--- src/rtl/panel_trig_pkg.sv ---
package panel_trig_pkg;

  typedef enum logic [1:0] {
    TRIG_OFF      = 2'd0,
    TRIG_PERIODIC = 2'd1,
    TRIG_TE_RISE  = 2'd2,
    TRIG_TE_FALL  = 2'd3
  } trig_mode_e;

  localparam int unsigned CFG_DATA_W   = 32;
  localparam int unsigned CFG_MODE_LSB = 28;
  localparam int unsigned CFG_MODE_W   = 2;

endpackage

--- src/rtl/ptg_cfg_reg.sv ---
module ptg_cfg_reg
  import panel_trig_pkg::*;
#(
  parameter int unsigned M_W    = 8,
  parameter int unsigned N_W    = 16,
  parameter int unsigned DATA_W = CFG_DATA_W
) (
  input  logic              clk,
  input  logic              rst,
  input  logic              we,
  input  logic [DATA_W-1:0] wdata,
  output logic [M_W-1:0]    m_lim,
  output logic [N_W-1:0]    n_lim,
  output trig_mode_e        mode,
  output logic [DATA_W-1:0] rdata
);

  localparam int unsigned N_LSB = M_W;

  logic [M_W-1:0] m_q;
  logic [N_W-1:0] n_q;
  trig_mode_e     mode_q;
  logic           unused_wbits;

  assign unused_wbits = ^wdata;

  always_ff @(posedge clk) begin
    if (rst) begin
      m_q    <= '0;
      n_q    <= '0;
      mode_q <= TRIG_OFF;
    end else if (we) begin
      m_q    <= wdata[M_W-1:0];
      n_q    <= wdata[N_LSB +: N_W];
      mode_q <= trig_mode_e'(wdata[CFG_MODE_LSB +: CFG_MODE_W]);
    end
  end

  always_comb begin
    rdata                                = '0;
    rdata[M_W-1:0]                       = m_q;
    rdata[N_LSB +: N_W]                  = n_q;
    rdata[CFG_MODE_LSB +: CFG_MODE_W]    = mode_q;
  end

  assign m_lim = m_q;
  assign n_lim = n_q;
  assign mode  = mode_q;

  AST_WRITE_CAPTURE: assert property (@(posedge clk) disable iff (rst)
    we |=> (rdata[M_W-1:0] == $past(wdata[M_W-1:0])) &&
           (rdata[N_LSB +: N_W] == $past(wdata[N_LSB +: N_W])) &&
           (rdata[CFG_MODE_LSB +: CFG_MODE_W] == $past(wdata[CFG_MODE_LSB +: CFG_MODE_W])))
    else $error("write not captured");

endmodule

--- src/rtl/ptg_period_cnt.sv ---
module ptg_period_cnt #(
  parameter int unsigned M_W   = 8,
  parameter int unsigned N_W   = 16,
  parameter int unsigned PRE_W = 2
) (
  input  logic           clk,
  input  logic           rst,
  input  logic           clear,
  input  logic [M_W-1:0] m_lim,
  input  logic [N_W-1:0] n_lim,
  output logic           wrap_all
);

  logic [PRE_W-1:0] pre_q;
  logic [M_W-1:0]   inner_q;
  logic [N_W-1:0]   outer_q;
  logic             pre_wrap;
  logic             inner_wrap;
  logic             outer_wrap;

  assign pre_wrap   = (pre_q == {PRE_W{1'b1}});
  assign inner_wrap = (inner_q == m_lim);
  assign outer_wrap = (outer_q == n_lim);
  assign wrap_all   = pre_wrap && inner_wrap && outer_wrap;

  always_ff @(posedge clk) begin
    if (rst || clear) begin
      pre_q <= '0;
    end else begin
      pre_q <= pre_q + 1'b1;
    end
  end

  always_ff @(posedge clk) begin
    if (rst || clear) begin
      inner_q <= '0;
    end else if (pre_wrap) begin
      inner_q <= inner_wrap ? '0 : inner_q + 1'b1;
    end
  end

  always_ff @(posedge clk) begin
    if (rst || clear) begin
      outer_q <= '0;
    end else if (pre_wrap && inner_wrap) begin
      outer_q <= outer_wrap ? '0 : outer_q + 1'b1;
    end
  end

  AST_INNER_BOUND: assert property (@(posedge clk) disable iff (rst)
    inner_q <= m_lim)
    else $error("inner counter beyond M");

  AST_OUTER_BOUND: assert property (@(posedge clk) disable iff (rst)
    outer_q <= n_lim)
    else $error("outer counter beyond N");

endmodule

--- src/rtl/ptg_te_edge.sv ---
module ptg_te_edge #(
  parameter int unsigned SYNC_STAGES = 2
) (
  input  logic clk,
  input  logic rst,
  input  logic te_in,
  output logic te_rise,
  output logic te_fall
);

  logic [SYNC_STAGES:0] pipe_q;

  always_ff @(posedge clk) begin
    if (rst) pipe_q[0] <= 1'b0;
    else     pipe_q[0] <= te_in;
  end

  for (genvar s = 1; s <= SYNC_STAGES; s++) begin : g_stage
    always_ff @(posedge clk) begin
      if (rst) pipe_q[s] <= 1'b0;
      else     pipe_q[s] <= pipe_q[s-1];
    end
  end

  assign te_rise = pipe_q[SYNC_STAGES-1] & ~pipe_q[SYNC_STAGES];
  assign te_fall = ~pipe_q[SYNC_STAGES-1] & pipe_q[SYNC_STAGES];

endmodule

--- src/rtl/panel_trig_gen.sv ---
module panel_trig_gen
  import panel_trig_pkg::*;
#(
  parameter int unsigned M_W         = 8,
  parameter int unsigned N_W         = 16,
  parameter int unsigned PRE_W       = 2,
  parameter int unsigned SYNC_STAGES = 2
) (
  input  logic                  clk,
  input  logic                  rst,
  input  logic                  cfg_we,
  input  logic [CFG_DATA_W-1:0] cfg_wdata,
  output logic [CFG_DATA_W-1:0] cfg_rdata,
  input  logic                  te_pin,
  output logic                  trig_irq
);

  logic [M_W-1:0] m_lim;
  logic [N_W-1:0] n_lim;
  trig_mode_e     mode;
  logic           cnt_clear;
  logic           wrap_all;
  logic           te_rise;
  logic           te_fall;
  logic           irq_q;

  ptg_cfg_reg #(.M_W(M_W), .N_W(N_W), .DATA_W(CFG_DATA_W)) u_cfg (
    .clk   (clk),
    .rst   (rst),
    .we    (cfg_we),
    .wdata (cfg_wdata),
    .m_lim (m_lim),
    .n_lim (n_lim),
    .mode  (mode),
    .rdata (cfg_rdata)
  );

  assign cnt_clear = cfg_we || (mode != TRIG_PERIODIC);

  ptg_period_cnt #(.M_W(M_W), .N_W(N_W), .PRE_W(PRE_W)) u_cnt (
    .clk      (clk),
    .rst      (rst),
    .clear    (cnt_clear),
    .m_lim    (m_lim),
    .n_lim    (n_lim),
    .wrap_all (wrap_all)
  );

  ptg_te_edge #(.SYNC_STAGES(SYNC_STAGES)) u_te (
    .clk     (clk),
    .rst     (rst),
    .te_in   (te_pin),
    .te_rise (te_rise),
    .te_fall (te_fall)
  );

  always_ff @(posedge clk) begin
    if (rst) begin
      irq_q <= 1'b0;
    end else begin
      case (mode)
        TRIG_PERIODIC: irq_q <= wrap_all && !cfg_we;
        TRIG_TE_RISE:  irq_q <= te_rise;
        TRIG_TE_FALL:  irq_q <= te_fall;
        default:       irq_q <= 1'b0;
      endcase
    end
  end

  assign trig_irq = irq_q;

  AST_IRQ_ONE_CYCLE: assert property (@(posedge clk) disable iff (rst)
    trig_irq |=> !trig_irq)
    else $error("interrupt wider than one clock");

  AST_OFF_QUIET: assert property (@(posedge clk) disable iff (rst)
    $past(mode == TRIG_OFF) |-> !trig_irq)
    else $error("interrupt while off");

endmodule

--- config.mk ---
export PLATFORM = sky130hd
export DESIGN_NAME = panel_trig_gen
export DESIGN_NICKNAME = d
export VERILOG_FILES = /design/src/rtl/panel_trig_pkg.sv /design/src/rtl/ptg_cfg_reg.sv /design/src/rtl/ptg_period_cnt.sv /design/src/rtl/ptg_te_edge.sv /design/src/rtl/panel_trig_gen.sv
export SDC_FILE = /design/constraint.sdc
export NUM_CORES = 1
export LEC_CHECK = 0
export ABC_AREA = 1
export BUFFER_PORTS_ARGS = -buffer_cell sky130_fd_sc_hd__buf_2
export CORE_UTILIZATION = 55
export CTS_BUF_LIST = sky130_fd_sc_hd__clkbuf_16
export CTS_CLUSTER_SIZE = 40
export DETAILED_ROUTE_END_ITERATION = 16
export HOLD_SLACK_MARGIN = 0.15
export PLACE_DENSITY_LB_ADDON = 0.15
export REMOVE_ABC_BUFFERS = 1
export SYNTH_ARGS = -nofsm -noshare
export SYNTH_HDL_FRONTEND = slang
export SYNTH_HIERARCHICAL = 1
export SYNTH_SLANG_ARGS = --single-unit
--- constraint.sdc ---
create_clock -name clk -period 2 [get_ports clk]
set_clock_uncertainty 0.2 [all_clocks]
set_input_delay 0.4 -clock clk [delete_from_list [all_inputs] [get_ports clk]]
set_output_delay 0.4 -clock clk [all_outputs]
set_load 0.02 [all_outputs]
Yosys cells after proc, flatten, opt, wreduce, memory -nomap -nowiden

Index checks and enable logic that the tools add are counted.

Output and inout bits: 33
Input port bits: 36
Logic and storage cells: 33
Register bits: 56

Bitwise gates (word level): 4
Add/sub/neg operators: 3
Reduce and logical (&&, ||, !) cells: 6
Equality and inequality tests: 7
Multiplexer cells: 3

Operators by type and width:

| cell                  | number |
|---|---|
| $add 16x1->16 const B | 1 |
| $eq 16x16->1          | 1 |
| $mux 16               | 1 |
| $add 8x1->8 const B   | 1 |
| $eq 8x8->1            | 1 |
| $mux 8                | 1 |
| $eq 2x2->1 const B    | 3 |
| $logic_and 1x1->1     | 3 |
| $pmux 1 s3            | 1 |
| $add 2x1->2 const B   | 1 |
| $and 1x1->1           | 2 |
| $eq 2x1->1 const B    | 1 |
| $logic_or 1x1->1      | 2 |
| $ne 2x1->1 const B    | 1 |
| $not 1->1             | 2 |
| $logic_not 1->1       | 1 |

Logic depth before layout (Yosys ltp)

Gate-level depths: netlist (run 1).

Depth after elaboration: 5
Mapped depth: 13
Gate-level depth less buffers: 12

Hierarchy

Netlist (run 1), hierarchy kept.

By module, submodules not included:

| module         | area each (um^2) | times used | cells an instance | seq. area each (um^2) |
|---|---|---|---|---|
| ptg_period_cnt | 1836.8           | 1          | 317               | 520.5 |
| ptg_cfg_reg    | 1365.1           | 1          | 198               | 520.5 |
| ptg_te_edge    | 93.8             | 1          | 12                | 60.1 |
| panel_trig_gen | 68.8             | 1          | 13                | 20.0 |

Worst setup path before layout (run 1)

No wires, ideal clock.

Kind: register to register
Start: register u_cnt.pre_q[0]
End: register irq_q, in the netlist trig_irq
Path slack: 0.255 ns
Library setup time: 0.064 ns
Stages on the path, launching flop included: 12
Arrival: 1.482 ns
Clock period less this slack: 1.745 ns
Buffers on the path: 0
Required time: 1.736 ns
Cells stage by stage: dfxtp_1 -> ha_1 -> inv_2 -> nor2_1 -> nand3_1 -> nor2_4 -> nand3_1 -> inv_1 -> nand2_1 -> nor2_1 -> nor2_1 -> nor2_1

Word-level cells in the longest chain between the ends: 5

RTL lines:

| element                         | line                 | RTL |
|---|---|---|
| start, declared                 | ptg_period_cnt.sv:14 | `logic [PRE_W-1:0] pre_q;` |
| start signal, assigned          | ptg_period_cnt.sv:30 | `pre_q <= pre_q + 1'b1;` |
| $eq 2x2->1                      | ptg_period_cnt.sv:21 | `assign pre_wrap = (pre_q == {PRE_W{1'b1}});` |
| $logic_and 1x1->1 (2 in series) | ptg_period_cnt.sv:24 | `assign wrap_all = pre_wrap && inner_wrap && outer_wrap;` |
| net wrap_all                    | panel_trig_gen.sv:22 | `logic wrap_all;` |
| $logic_and 1x1->1               | panel_trig_gen.sv:62 | `TRIG_PERIODIC: irq_q <= wrap_all && !cfg_we;` |
| $pmux 1 s3                      | panel_trig_gen.sv:61 | `case (mode)` |
| end signal, assigned            | panel_trig_gen.sv:62 |  |
| end signal, assigned            | panel_trig_gen.sv:63 | `TRIG_TE_RISE: irq_q <= te_rise;` |
| end signal, assigned            | panel_trig_gen.sv:64 | `TRIG_TE_FALL: irq_q <= te_fall;` |
| end, declared                   | panel_trig_gen.sv:25 | `logic irq_q;` |

The timed path passes the listed nets, and every way through them passes these cells.
A chain may end at the register's enable or synchronous reset.

Final worst setup path (run 1)

Start: register u_cnt.outer_q[11]
End: register irq_q, in the netlist trig_irq

Word-level cells in the longest chain between the ends: 4

RTL lines:

| element                | line                 | RTL |
|---|---|---|
| start, declared        | ptg_period_cnt.sv:16 | `logic [N_W-1:0] outer_q;` |
| start signal, assigned | ptg_period_cnt.sv:46 | `outer_q <= outer_wrap ? '0 : outer_q + 1'b1;` |
| $eq 16x16->1           | ptg_period_cnt.sv:23 | `assign outer_wrap = (outer_q == n_lim);` |
| $logic_and 1x1->1      | ptg_period_cnt.sv:24 |  |
| net wrap_all           | panel_trig_gen.sv:22 |  |
| $logic_and 1x1->1      | panel_trig_gen.sv:62 |  |
| $pmux 1 s3             | panel_trig_gen.sv:61 |  |

The timed path passes the listed nets, and every way through them passes these cells.

==> results.md, run 1 <==
Worst setup path:
- The cell type with the highest occurrence count on the critical path is sky130_fd_sc_hd__nor2_1.
- In this run the critical register-to-register path is launched from u_cnt/outer_q[11]$_SDFFE_PP0P_.
- Data arrives at the worst endpoint at about 1.8 ns.
- The cell family contributing the most delay on the critical path is simple AND/OR/NAND/NOR gates.
- The highest net fanout along the worst path is 6.
- The worst setup path is captured at a register.
- The start point of the critical path is u_cnt/outer_q[11]$_SDFFE_PP0P_.
- For this design, the slowest cell found on the critical path is sky130_fd_sc_hd__dfxtp_1.
- Traced cell by cell, the critical path runs through inv_1 -> nand2_1 -> nand2_1 -> nor2_1 -> nand2_1 -> nor2_1 -> nand3_1 -> inv_1 -> nand2_1 -> nor2_1 -> nor2_1 -> nor2_1.
- The worst setup path is of the reg2reg kind.
- The number of buffers and inverters on the critical path is 2.
- The stage delay of the slowest cell on the critical path is ~0.43 ns.
- STA classifies the critical path startpoint as a register.
- Data on the critical path is required at its endpoint by 2.03 ns.

Power and ir drop:
- For this design the static power due to leakage is roughly 1.9 nW.
- The power density over cell area is slightly below 700 nW/µm².
- The maximum vdd drop is 0.0003701 V.
- The total chip power is around 2.5 mW.

Synth:
- The average cell area after synthesis is about 6.2 µm².
- Counting every instance in the synthesized netlist gives between 500 and 600.
- Of the synthesized area, sequential elements account for about a third.
- Yosys printed 6 warnings.
- The total standard cell area after synthesis is between 3000 and 4000 µm².
- The distinct cell type count of the synthesized netlist is 27.
- The flip-flop and latch count after synthesis is 56.

Hold path:
- The tightest min-delay check is of the in2reg type.
- The worst hold path startpoint is rst.

Flow run:
- The count of max-cap constraint violations is 0.

Clocking:
- The clock passes through at most 2 buffers.
- The clock-pin slew on the worst setup and hold paths is 0.07 ns.
- The tree built by TritonCTS fans out to 56 sinks.
- At the later pin of the worst-skew pair, clock insertion delay measures slightly below 0.3 ns.
- The number of CTS-inserted buffers is 5.
- TritonCTS built the clock tree.
- The cell sitting at the root of the clock tree is a sky130_fd_sc_hd__clkbuf_16.
- In this run the number of H-tree levels came out at 2.

Floorplan:
- The core region is ~5900 µm².
- The height of the chip is 80.21 µm.
- The floorplan row count is 28.
- The die is 80.21 µm wide.
- Once the floorplan was initialized, standard cells occupied between 50% and 60% of the core.
- In this run the count of I/O pins placed on the die edge is 69.
- The die covers around 6400 µm².

Detailed routing:
- Once detail routing completed, the nets flagged for antenna violations numbered 0.
- The routed via count divided by cell count is 4.554.
- In the final routed layout, each cell accounts on average for between 9 and 10 µm.
- The total via count after detailed routing is 2,951.
- In the routed design, unresolved DRC markers number 1.
- The detailed router finished its first iteration with 107 violations.
- The first detailed-routing pass took 10 iterations.
- Summed over all layers, the routed wires come to 6169 µm.

Timing:
- The number of failing setup endpoints in the final timing report is 0.
- The worst path uses between 80% and 90% of the clock period.
- The worst hold slack is around 0.16 ns.
- Setup slack on the critical path of the routed design comes to between 0.2 and 0.25 ns.
- For this run, the top clock speed supported by timing is approximately 560 MHz.
- Setup repair after global routing left no endpoint under its margin.
- The smallest clock period supported by the final layout is computed as 1.779 ns.
- The number of slew-limit violations in the final report was 0.
- After routing, the total negative slack on setup checks comes to 0 ns.
- The final number of hold-violating endpoints is 0.

GRT:
- Global routing finished with a remaining overflow of 0.
- The pin count of the biggest net entering global routing is 53.
- The initial antenna violation count is 0.
- The via count of the first global-routing pass is roughly 2,600.
- The first global-routing pass estimated between 10,000 and 15,000 µm of wire.
- The global-route total usage across every layer is 21.07%.

Final layout:
- The number of filler instances in the final layout is around 600.
- The fraction of layout cells with a size suffix above 1 is 15.71%.
- The number of antenna repair diodes is 0.
- The area of combinational cells with multiple inputs is ~1600 µm².
- The net count of the finished layout is slightly above 600.
- The register area is approximately 1100 µm².
- The top cell types in the final layout, fill and taps aside, are sky130_fd_sc_hd__nand2_1 (182), sky130_fd_sc_hd__nor2_1 (95), sky130_fd_sc_hd__inv_1 (79), sky130_fd_sc_hd__buf_2 (56), sky130_fd_sc_hd__dfxtp_1 (56).
- The area growth from synthesis to layout is 7.772%.
- The most common cell after layout, fill and taps aside is sky130_fd_sc_hd__nand2_1.

Placement:
- At the end of routability-driven placement, the weighted congestion stood at roughly 0.87.
- Prior to clock tree synthesis, the placed netlist has a worst setup slack of 0.1752 ns.
- The wire-length estimate of the detail-placed layout is around 4500 µm.
- The number of buffer cells added on primary ports is between 50 and 60.

Outcome:
- The run finished, with violations left.
- The final reports fail on design-rule violations.
## registers in the layout, summed over array words and instances (netlist names)
register and flops:
u_cnt/pre_q 2, u_cfg/n_lim 16, u_cfg/mode 2, u_cfg/m_lim 8, u_te/pipe_q 3, u_cnt/inner_q 8
trig_irq 1, u_cnt/outer_q 16
## layer usage
layer / vias to the layer above / part of all wire, % / GRT usage [%]
met5: - / 0 / 0
met4: 0 / 0.88 / 6.071
met3: 5 / 4.7 / 3.523
met2: 65 / 45 / 37.18
met1: 1267 / 49 / 26.15
li1: 1614 / - / -
## synth_stat cells
cell type / count / area share [%]
sky130_fd_sc_hd__a21oi_1: 6 / 0.89
sky130_fd_sc_hd__and2_1: 1 / 0.19
sky130_fd_sc_hd__buf_2: 1 / 0.15
sky130_fd_sc_hd__buf_4: 34 / 7.6
sky130_fd_sc_hd__buf_6: 3 / 1.0
sky130_fd_sc_hd__buf_8: 3 / 1.3
sky130_fd_sc_hd__conb_1: 1 / 0.11
sky130_fd_sc_hd__dfxtp_1: 56 / 33
sky130_fd_sc_hd__ha_1: 3 / 1.1
sky130_fd_sc_hd__inv_1: 79 / 8.8
sky130_fd_sc_hd__inv_2: 8 / 0.89
sky130_fd_sc_hd__nand2_1: 182 / 20
sky130_fd_sc_hd__nand2_2: 1 / 0.19
sky130_fd_sc_hd__nand2_4: 1 / 0.33
sky130_fd_sc_hd__nand3_1: 20 / 3.0
sky130_fd_sc_hd__nand3_2: 2 / 0.60
sky130_fd_sc_hd__nand4_1: 4 / 0.74
sky130_fd_sc_hd__nor2_1: 95 / 11
sky130_fd_sc_hd__nor2_2: 8 / 1.5
sky130_fd_sc_hd__nor2_4: 1 / 0.33
sky130_fd_sc_hd__nor2_8: 1 / 0.60
sky130_fd_sc_hd__nor3_1: 9 / 1.3
sky130_fd_sc_hd__nor3_2: 2 / 0.60
sky130_fd_sc_hd__o21ai_0: 3 / 0.45
sky130_fd_sc_hd__o21ai_1: 1 / 0.15
sky130_fd_sc_hd__xnor2_1: 3 / 0.78
sky130_fd_sc_hd__xor2_1: 12 / 3.1
## final timing paths
check                               to  slack, ns  cells after the start
max reg2reg        trig_irq$_SDFF_PP0_       0.22                     12
min          u_te/pipe_q[1]$_SDFF_PP0_       0.16                      2
max                trig_irq$_SDFF_PP0_       0.22                     12
min reg2reg  u_te/pipe_q[1]$_SDFF_PP0_       0.20                      2
## where the power goes
| part | leakage [nW] | switching (mW) | internal (mW) |
|---|---|---|---|
| clock | 0.0789 | 0.386 | 0.583 |
| combinational | 1.35 | 0.195 | 0.116 |
| sequential | 0.458 | 0.0378 | 1.15 |
| total | 1.88 | 0.618 | 1.85 |
## area by class of cell
| cell class | instances | area share, % |
|---|---|---|
| clock buffers | 5 | 3.451 |
| multi-input cells | 361 | 44.17 |
| well taps | 75 | 2.588 |
| clock inverters | 3 | 1.035 |
| repair buffers | 61 | 8.834 |
| flip-flops and latches | 56 | 30.92 |
| inverters | 87 | 9.006 |
## logic make-up after synthesis
| kind of cell | synth area share, % |
|---|---|
| xor gates and xnor gates | 3.905 |
| AOI/OAI and AO/OA | 1.487 |
| and+or+nand+nor | 40.28 |
| other | 0.1115 |
| buffers and inverters | 19.78 |
| adders and majority gates | 1.116 |
| DFF | 33.32 |
## per-stage QoR
step | cells | utilization, % | cell area [µm²]
finish | 648 | 61.24 | 3626
global route | 648 | 61.24 | 3626
CTS | 648 | 61.16 | 3621
detailed placement | 639 | 58.24 | 3448
global placement | 639 | 58.24 | 3448
floorplan | 504 | - | 3044
## what timing repair did
action | in CTS | in global routing
hold buffers | 1 | 0
endpoints found under the setup margin | 0 | 2
resized for setup | 0 | 1
hold endpoints to repair | 1 | 0
buffers inserted | 0 | 0
Power figures use the tool's default switching activity.
==> run 2: changes to the inputs <==
--- a/config.mk
+++ b/config.mk
@@ -5,9 +5,11 @@
 export SDC_FILE = /design/constraint.sdc
 export NUM_CORES = 1
 export LEC_CHECK = 0
-export ABC_AREA = 1
+export ABC_AREA = 0
 export BUFFER_PORTS_ARGS = -buffer_cell sky130_fd_sc_hd__buf_2
-export CORE_UTILIZATION = 55
+export CELL_PAD_IN_SITES_DETAIL_PLACEMENT = 1
+export CELL_PAD_IN_SITES_GLOBAL_PLACEMENT = 2
+export CORE_UTILIZATION = 32
 export CTS_BUF_LIST = sky130_fd_sc_hd__clkbuf_16
 export CTS_CLUSTER_SIZE = 40
 export DETAILED_ROUTE_END_ITERATION = 16
==> run 2 against run 1 <==
Effect of this change: clock-buffer cell count stayed put; largest cell class unchanged; first-iteration DRC count shrank 58%; the run ends with negative setup slack left; wire length grew 14%; highest routed layer unchanged.
==> results.md, run 2 <==
Synth:
- The total standard cell area after synthesis is 2907 µm² (was 3364 µm²).
- The most frequent cell after synthesis is sky130_fd_sc_hd__dfxtp_1 (was sky130_fd_sc_hd__nand2_1).
- Top cells by area in the synthesized netlist: sky130_fd_sc_hd__dfxtp_1 (39%), sky130_fd_sc_hd__mux2i_1 (9.6%), sky130_fd_sc_hd__xor2_1 (8.7%), sky130_fd_sc_hd__buf_4 (8.3%), sky130_fd_sc_hd__nor2_1 (5.9%) (was sky130_fd_sc_hd__dfxtp_1 (33%), sky130_fd_sc_hd__nand2_1 (20%), sky130_fd_sc_hd__nor2_1 (11%), sky130_fd_sc_hd__inv_1 (8.8%), sky130_fd_sc_hd__buf_4 (7.6%)).
- Ranking of synthesized cells by instance count: sky130_fd_sc_hd__dfxtp_1 (56), sky130_fd_sc_hd__nor2_1 (46), sky130_fd_sc_hd__buf_4 (32) (was sky130_fd_sc_hd__nand2_1 (182), sky130_fd_sc_hd__nor2_1 (95), sky130_fd_sc_hd__inv_1 (79)).
- The share of the synthesized area in the top cell type came to 38.57% (was 33.32%).
- The portion of the post-synthesis area used by sequential elements came to 38.57% (was 33.32%).
- The cell type with the highest aggregate area in the netlist is sky130_fd_sc_hd__dfxtp_1 (unchanged).
- The prevailing post-synth register cell is sky130_fd_sc_hd__dfxtp_1 (unchanged).
- The flip-flop and latch count after synthesis is 56 (unchanged).
- The distinct cell type count of the synthesized netlist is 45 (was 27).
- The number of warning messages in the yosys log is 6 (unchanged).
- The instance count of the mapped netlist is 312 (was 540).
- The share of flip-flops with an asynchronous set or reset after synthesis is 0% (unchanged).
- The average cell area after synthesis was 9.316 µm² (was 6.231 µm²).
- The count of flip-flops with a built-in enable after synthesis is 0 (unchanged).

Final layout:
- The fraction of layout cells with a size suffix above 1 is 39.11% (was 15.71%).
- The total number of nets in the final design was 465 (was 611).
- The final instance count without filler cells came to 535 (was 648).
- The final design area excluding fillers is 3986 µm² (was 3626 µm²).
- The most common cell after layout, fill and taps aside is sky130_fd_sc_hd__buf_4 (was sky130_fd_sc_hd__nand2_1).
- Most used cells in the layout excluding fill and tap cells: sky130_fd_sc_hd__buf_4 (65), sky130_fd_sc_hd__buf_2 (56), sky130_fd_sc_hd__dfxtp_1 (50), sky130_fd_sc_hd__nor2_1 (46), sky130_fd_sc_hd__mux2i_1 (28) (was sky130_fd_sc_hd__nand2_1 (182), sky130_fd_sc_hd__nor2_1 (95), sky130_fd_sc_hd__inv_1 (79), sky130_fd_sc_hd__buf_2 (56), sky130_fd_sc_hd__dfxtp_1 (56)).
- The layout overhead on the synthesized area is 37.15% (was 7.772%).
- The number of antenna repair diodes is 0 (unchanged).
- The number of filler instances in the final layout is 1,040 (was 604).

Worst setup path:
- The type of the setup path with the least slack is reg2reg (unchanged).
- The capturing element type of the critical path is a register (unchanged).
- The startpoint of the worst-slack reg-to-reg timing path is u_cfg/n_lim[0]$_SDFFE_PP0P_ (was u_cnt/outer_q[11]$_SDFFE_PP0P_).
- The highest net fanout along the worst path is 2 (was 6).
- The critical path's slowest cell is sky130_fd_sc_hd__or3b_1 (was sky130_fd_sc_hd__dfxtp_1).
- The stage delay of the slowest cell on the critical path is 0.37 ns (was 0.43 ns).
- The slack of the worst reg-to-reg path is -0.15 ns (was 0.22 ns).
- The arrival time at the worst endpoint was 2.16 ns (was 1.81 ns).
- The worst reg2reg path depth came to 7 (was 12).
- The family of cells with the greatest summed delay on the critical path is simple AND/OR/NAND/NOR gates (unchanged).
- Critical path cell sequence: xor2_2 -> nor4_2 -> buf_4 -> nand4_1 -> nor2_1 -> or3b_1 -> a311oi_2 (was inv_1 -> nand2_1 -> nand2_1 -> nor2_1 -> nand2_1 -> nor2_1 -> nand3_1 -> inv_1 -> nand2_1 -> nor2_1 -> nor2_1 -> nor2_1).
- The terminus of the critical flop-to-flop path is trig_irq$_SDFF_PP0_ (unchanged).
- The critical path data required time is 2.01 ns (was 2.03 ns).
- The number of buffer and inverter instances along the worst setup path came to 1 (was 2).
- The critical path startpoint category is a register (unchanged).

Floorplan:
- The horizontal die dimension was 97.31 µm (was 80.21 µm).
- The height of the chip is 97.31 µm (was 80.21 µm).
- The starting density of the core came to 33.17% (was 56.83%).
- The core outline area is 8763 µm² (was 5921 µm²).
- The floorplan row count was 34 (was 28).
- The area of the die is 9468 µm² (was 6434 µm²).
- The I/O pin total is 69 (unchanged).

Hold path:
- The count of cells along the worst hold path came to 3 (was 2).
- The worst hold path startpoint is cfg_wdata[23] (was rst).
- The class of the most critical hold timing path is in2reg (unchanged).
- The sink of the worst hold path is u_cfg/n_lim[15]$_SDFFE_PP0P_ (was u_te/pipe_q[1]$_SDFF_PP0_).

Placement:
- The number of buffer cells added on primary ports is 56 (unchanged).
- The instance count after placement with tap cells included is 505 (was 639).
- The standard cell area after detailed placement is 3531 µm² (was 3448 µm²).
- The pre-CTS setup slack came to -0.1633 ns (was 0.1752 ns).
- The sum of net half-perimeters after detailed placement is 5049 µm (was 4514 µm).
- The final weighted congestion in routability-driven placement is 0.7950 (was 0.8684).

Timing:
- The worst hold slack came to 0.1520 ns (was 0.1584 ns).
- The smallest setup slack after layout is -0.1509 ns (was 0.2213 ns).
- Setup repair after global routing missed its margin: yes (was no).
- The minimum clock period after layout is 2.151 ns (was 1.779 ns).
- The highest clock frequency the design can meet came to 464.9 MHz (was 562.2 MHz).
- The final number of hold-violating endpoints came to 0 (unchanged).
- The sum of negative setup slack is -1.072 ns (was 0 ns).
- The final worst-path cycle share was 107.5% (was 88.94%).
- The number of slew-limit violations in the final report is 0 (unchanged).
- The number of failing setup endpoints in the final timing report is 15 (was 0).

Detailed routing:
- The total via count after detailed routing is 2,503 (was 2,951).
- The routed via count divided by cell count was 4.679 (was 4.554).
- The final wirelength came to 7022 µm (was 6169 µm).
- The per-cell routed wire length is 13.13 µm (was 9.520 µm).
- The number of DRC violations after detailed-routing iteration 0 is 45 (was 107).
- The length of the first detailed-routing pass in iterations came to 4 (was 10).
- The antenna violation net count after detailed routing was 0 (unchanged).
- The number of design rule violations left after detail routing came to 0 (was 1).

Clocking:
- The number of sinks on the clock net came to 56 (unchanged).
- The deepest level of the CTS H-tree is 2 (unchanged).
- The clock insertion delay at the later pin of the skew report was 0.29 ns (about the same).
- The cell chosen for the clock root is sky130_fd_sc_hd__clkbuf_16 (unchanged).
- The clock-pin slew on the worst setup and hold paths is 0.07 ns (about the same).
- The CTS tree was done (unchanged).
- The maximum count of clock buffers along a single path is 2 (unchanged).
- The number of CTS-inserted buffers came to 5 (unchanged).

GRT:
- The global-route total usage across every layer is 14.85% (was 21.07%).
- The pin count of the biggest net entering global routing is 31 (was 53).
- The via count of the first global-routing pass is 2,544 (was 2,586).
- The aggregate global routing overflow is 0 (unchanged).
- The initial antenna violation count is 0 (unchanged).
- The wire length of the first global-routing pass is 11,560 µm (was 10,760 µm).

Power and ir drop:
- The maximum vdd drop came to 0.0003482 V (was 0.0003701 V).
- The leakage power is 1.911 nW (was 1.882 nW).
- The power density over cell area is 596.0 nW/µm² (was 681.6 nW/µm²).

Outcome:
- Status: finished with violations (unchanged).
- Violated checks: negative setup slack (was design-rule violations).

Flow run:
- The count of max-cap constraint violations is 0 (unchanged).
==> run 2: cell types whose count changed after synthesis, moves of 7 or more <==
cell	previous run	this run
sky130_fd_sc_hd__nand2_1	182	17
sky130_fd_sc_hd__inv_1	79	5
sky130_fd_sc_hd__nor2_1	95	46
sky130_fd_sc_hd__mux2i_1	0	28
sky130_fd_sc_hd__xor2_1	12	29
sky130_fd_sc_hd__nand3_1	20	6
sky130_fd_sc_hd__inv_2	8	0
sky130_fd_sc_hd__nor2_2	8	0
sky130_fd_sc_hd__nor2b_1	0	7
==> run 2: tightest hold or removal path, cell delays in order <==
cell and delay, ns:
sky130_fd_sc_hd__buf_2 0.08, sky130_fd_sc_hd__mux2i_1 0.05, sky130_fd_sc_hd__nor2_1 0.07
==> run 2: power breakdown <==
| group | switching [mW] | internal (mW) |
|---|---|---|
| clock | 0.389 | 0.456 |
| combinational | 0.176 | 0.182 |
| sequential | 0.0244 | 1.15 |
| total | 0.589 | 1.79 |
==> run 2: final cells by class <==
cell class / count / area [µm²] / share of cell area [%]
flip-flops and latches: 56 / 1131 / 28.37
clock buffers: 5 / 125.1 / 3.139
multi-input cells: 212 / 1526 / 38.29
well taps: 108 / 135.1 / 3.390
clock inverters: 3 / 13.76 / 0.3453
inverters: 5 / 18.77 / 0.4708
repair buffers: 146 / 1036 / 25.99
==> run 2: metal layers <==
layer	GRT usage, %	part of all wire [%]	up-vias
met3	2.590	1.9	7
li1	-	-	1273
met5	0	0	-
met2	26.00	51	26
met4	4.525	1.4	0
met1	18.55	46	1197
==> run 2: kinds of logic after synthesis <==
family                     count (synthesis)  share of synthesized area [%]
and+or+nand+nor                          109                          19.20
DFF                                       56                          38.57
buffers and inverters                     49                          12.10
AOI/OAI and AO/OA                         35                          9.729
xor gates and xnor gates                  31                          9.341
muxes                                     28                          9.643
adders and majority gates                  3                          1.292
other                                      1                         0.1290
==> run 2: stage by stage <==
stage	power [mW]	utilization [%]
6_report	2.376	45.49
5_1_grt	2.487	45.49
4_1_cts	2.410	44.56
3_5_place_dp	1.518	40.29
3_3_place_gp	1.514	40.29
2_1_floorplan	1.350	-
==> run 2: timing repair <==
item	in CTS	in global routing
setup endpoints to repair	17	17
gates cloned	0	1
setup buffers	2	1
hold buffers	18	0
pin swaps	4	4
endpoints found under the hold margin	18	0
gates resized for setup	13	15
==> run 2: worst max path at each step <==
stage,from,to,cells past startpoint,slack [ns]
2_1_floorplan,u_cfg/n_lim[2]$_SDFFE_PP0P_,trig_irq$_SDFF_PP0_,6,-0.28
3_3_place_gp,u_cnt/outer_q[1]$_SDFFE_PP0P_,u_cnt/outer_q[3]$_SDFFE_PP0P_,7,-0.13
3_5_place_dp,u_cnt/outer_q[1]$_SDFFE_PP0P_,u_cnt/outer_q[4]$_SDFFE_PP0P_,7,-0.16
4_1_cts,u_cnt/outer_q[4]$_SDFFE_PP0P_,trig_irq$_SDFF_PP0_,7,-0.17
5_1_grt,u_cnt/outer_q[1]$_SDFFE_PP0P_,u_cnt/outer_q[14]$_SDFFE_PP0P_,7,-0.24
6_report,u_cfg/n_lim[0]$_SDFFE_PP0P_,trig_irq$_SDFF_PP0_,7,-0.15
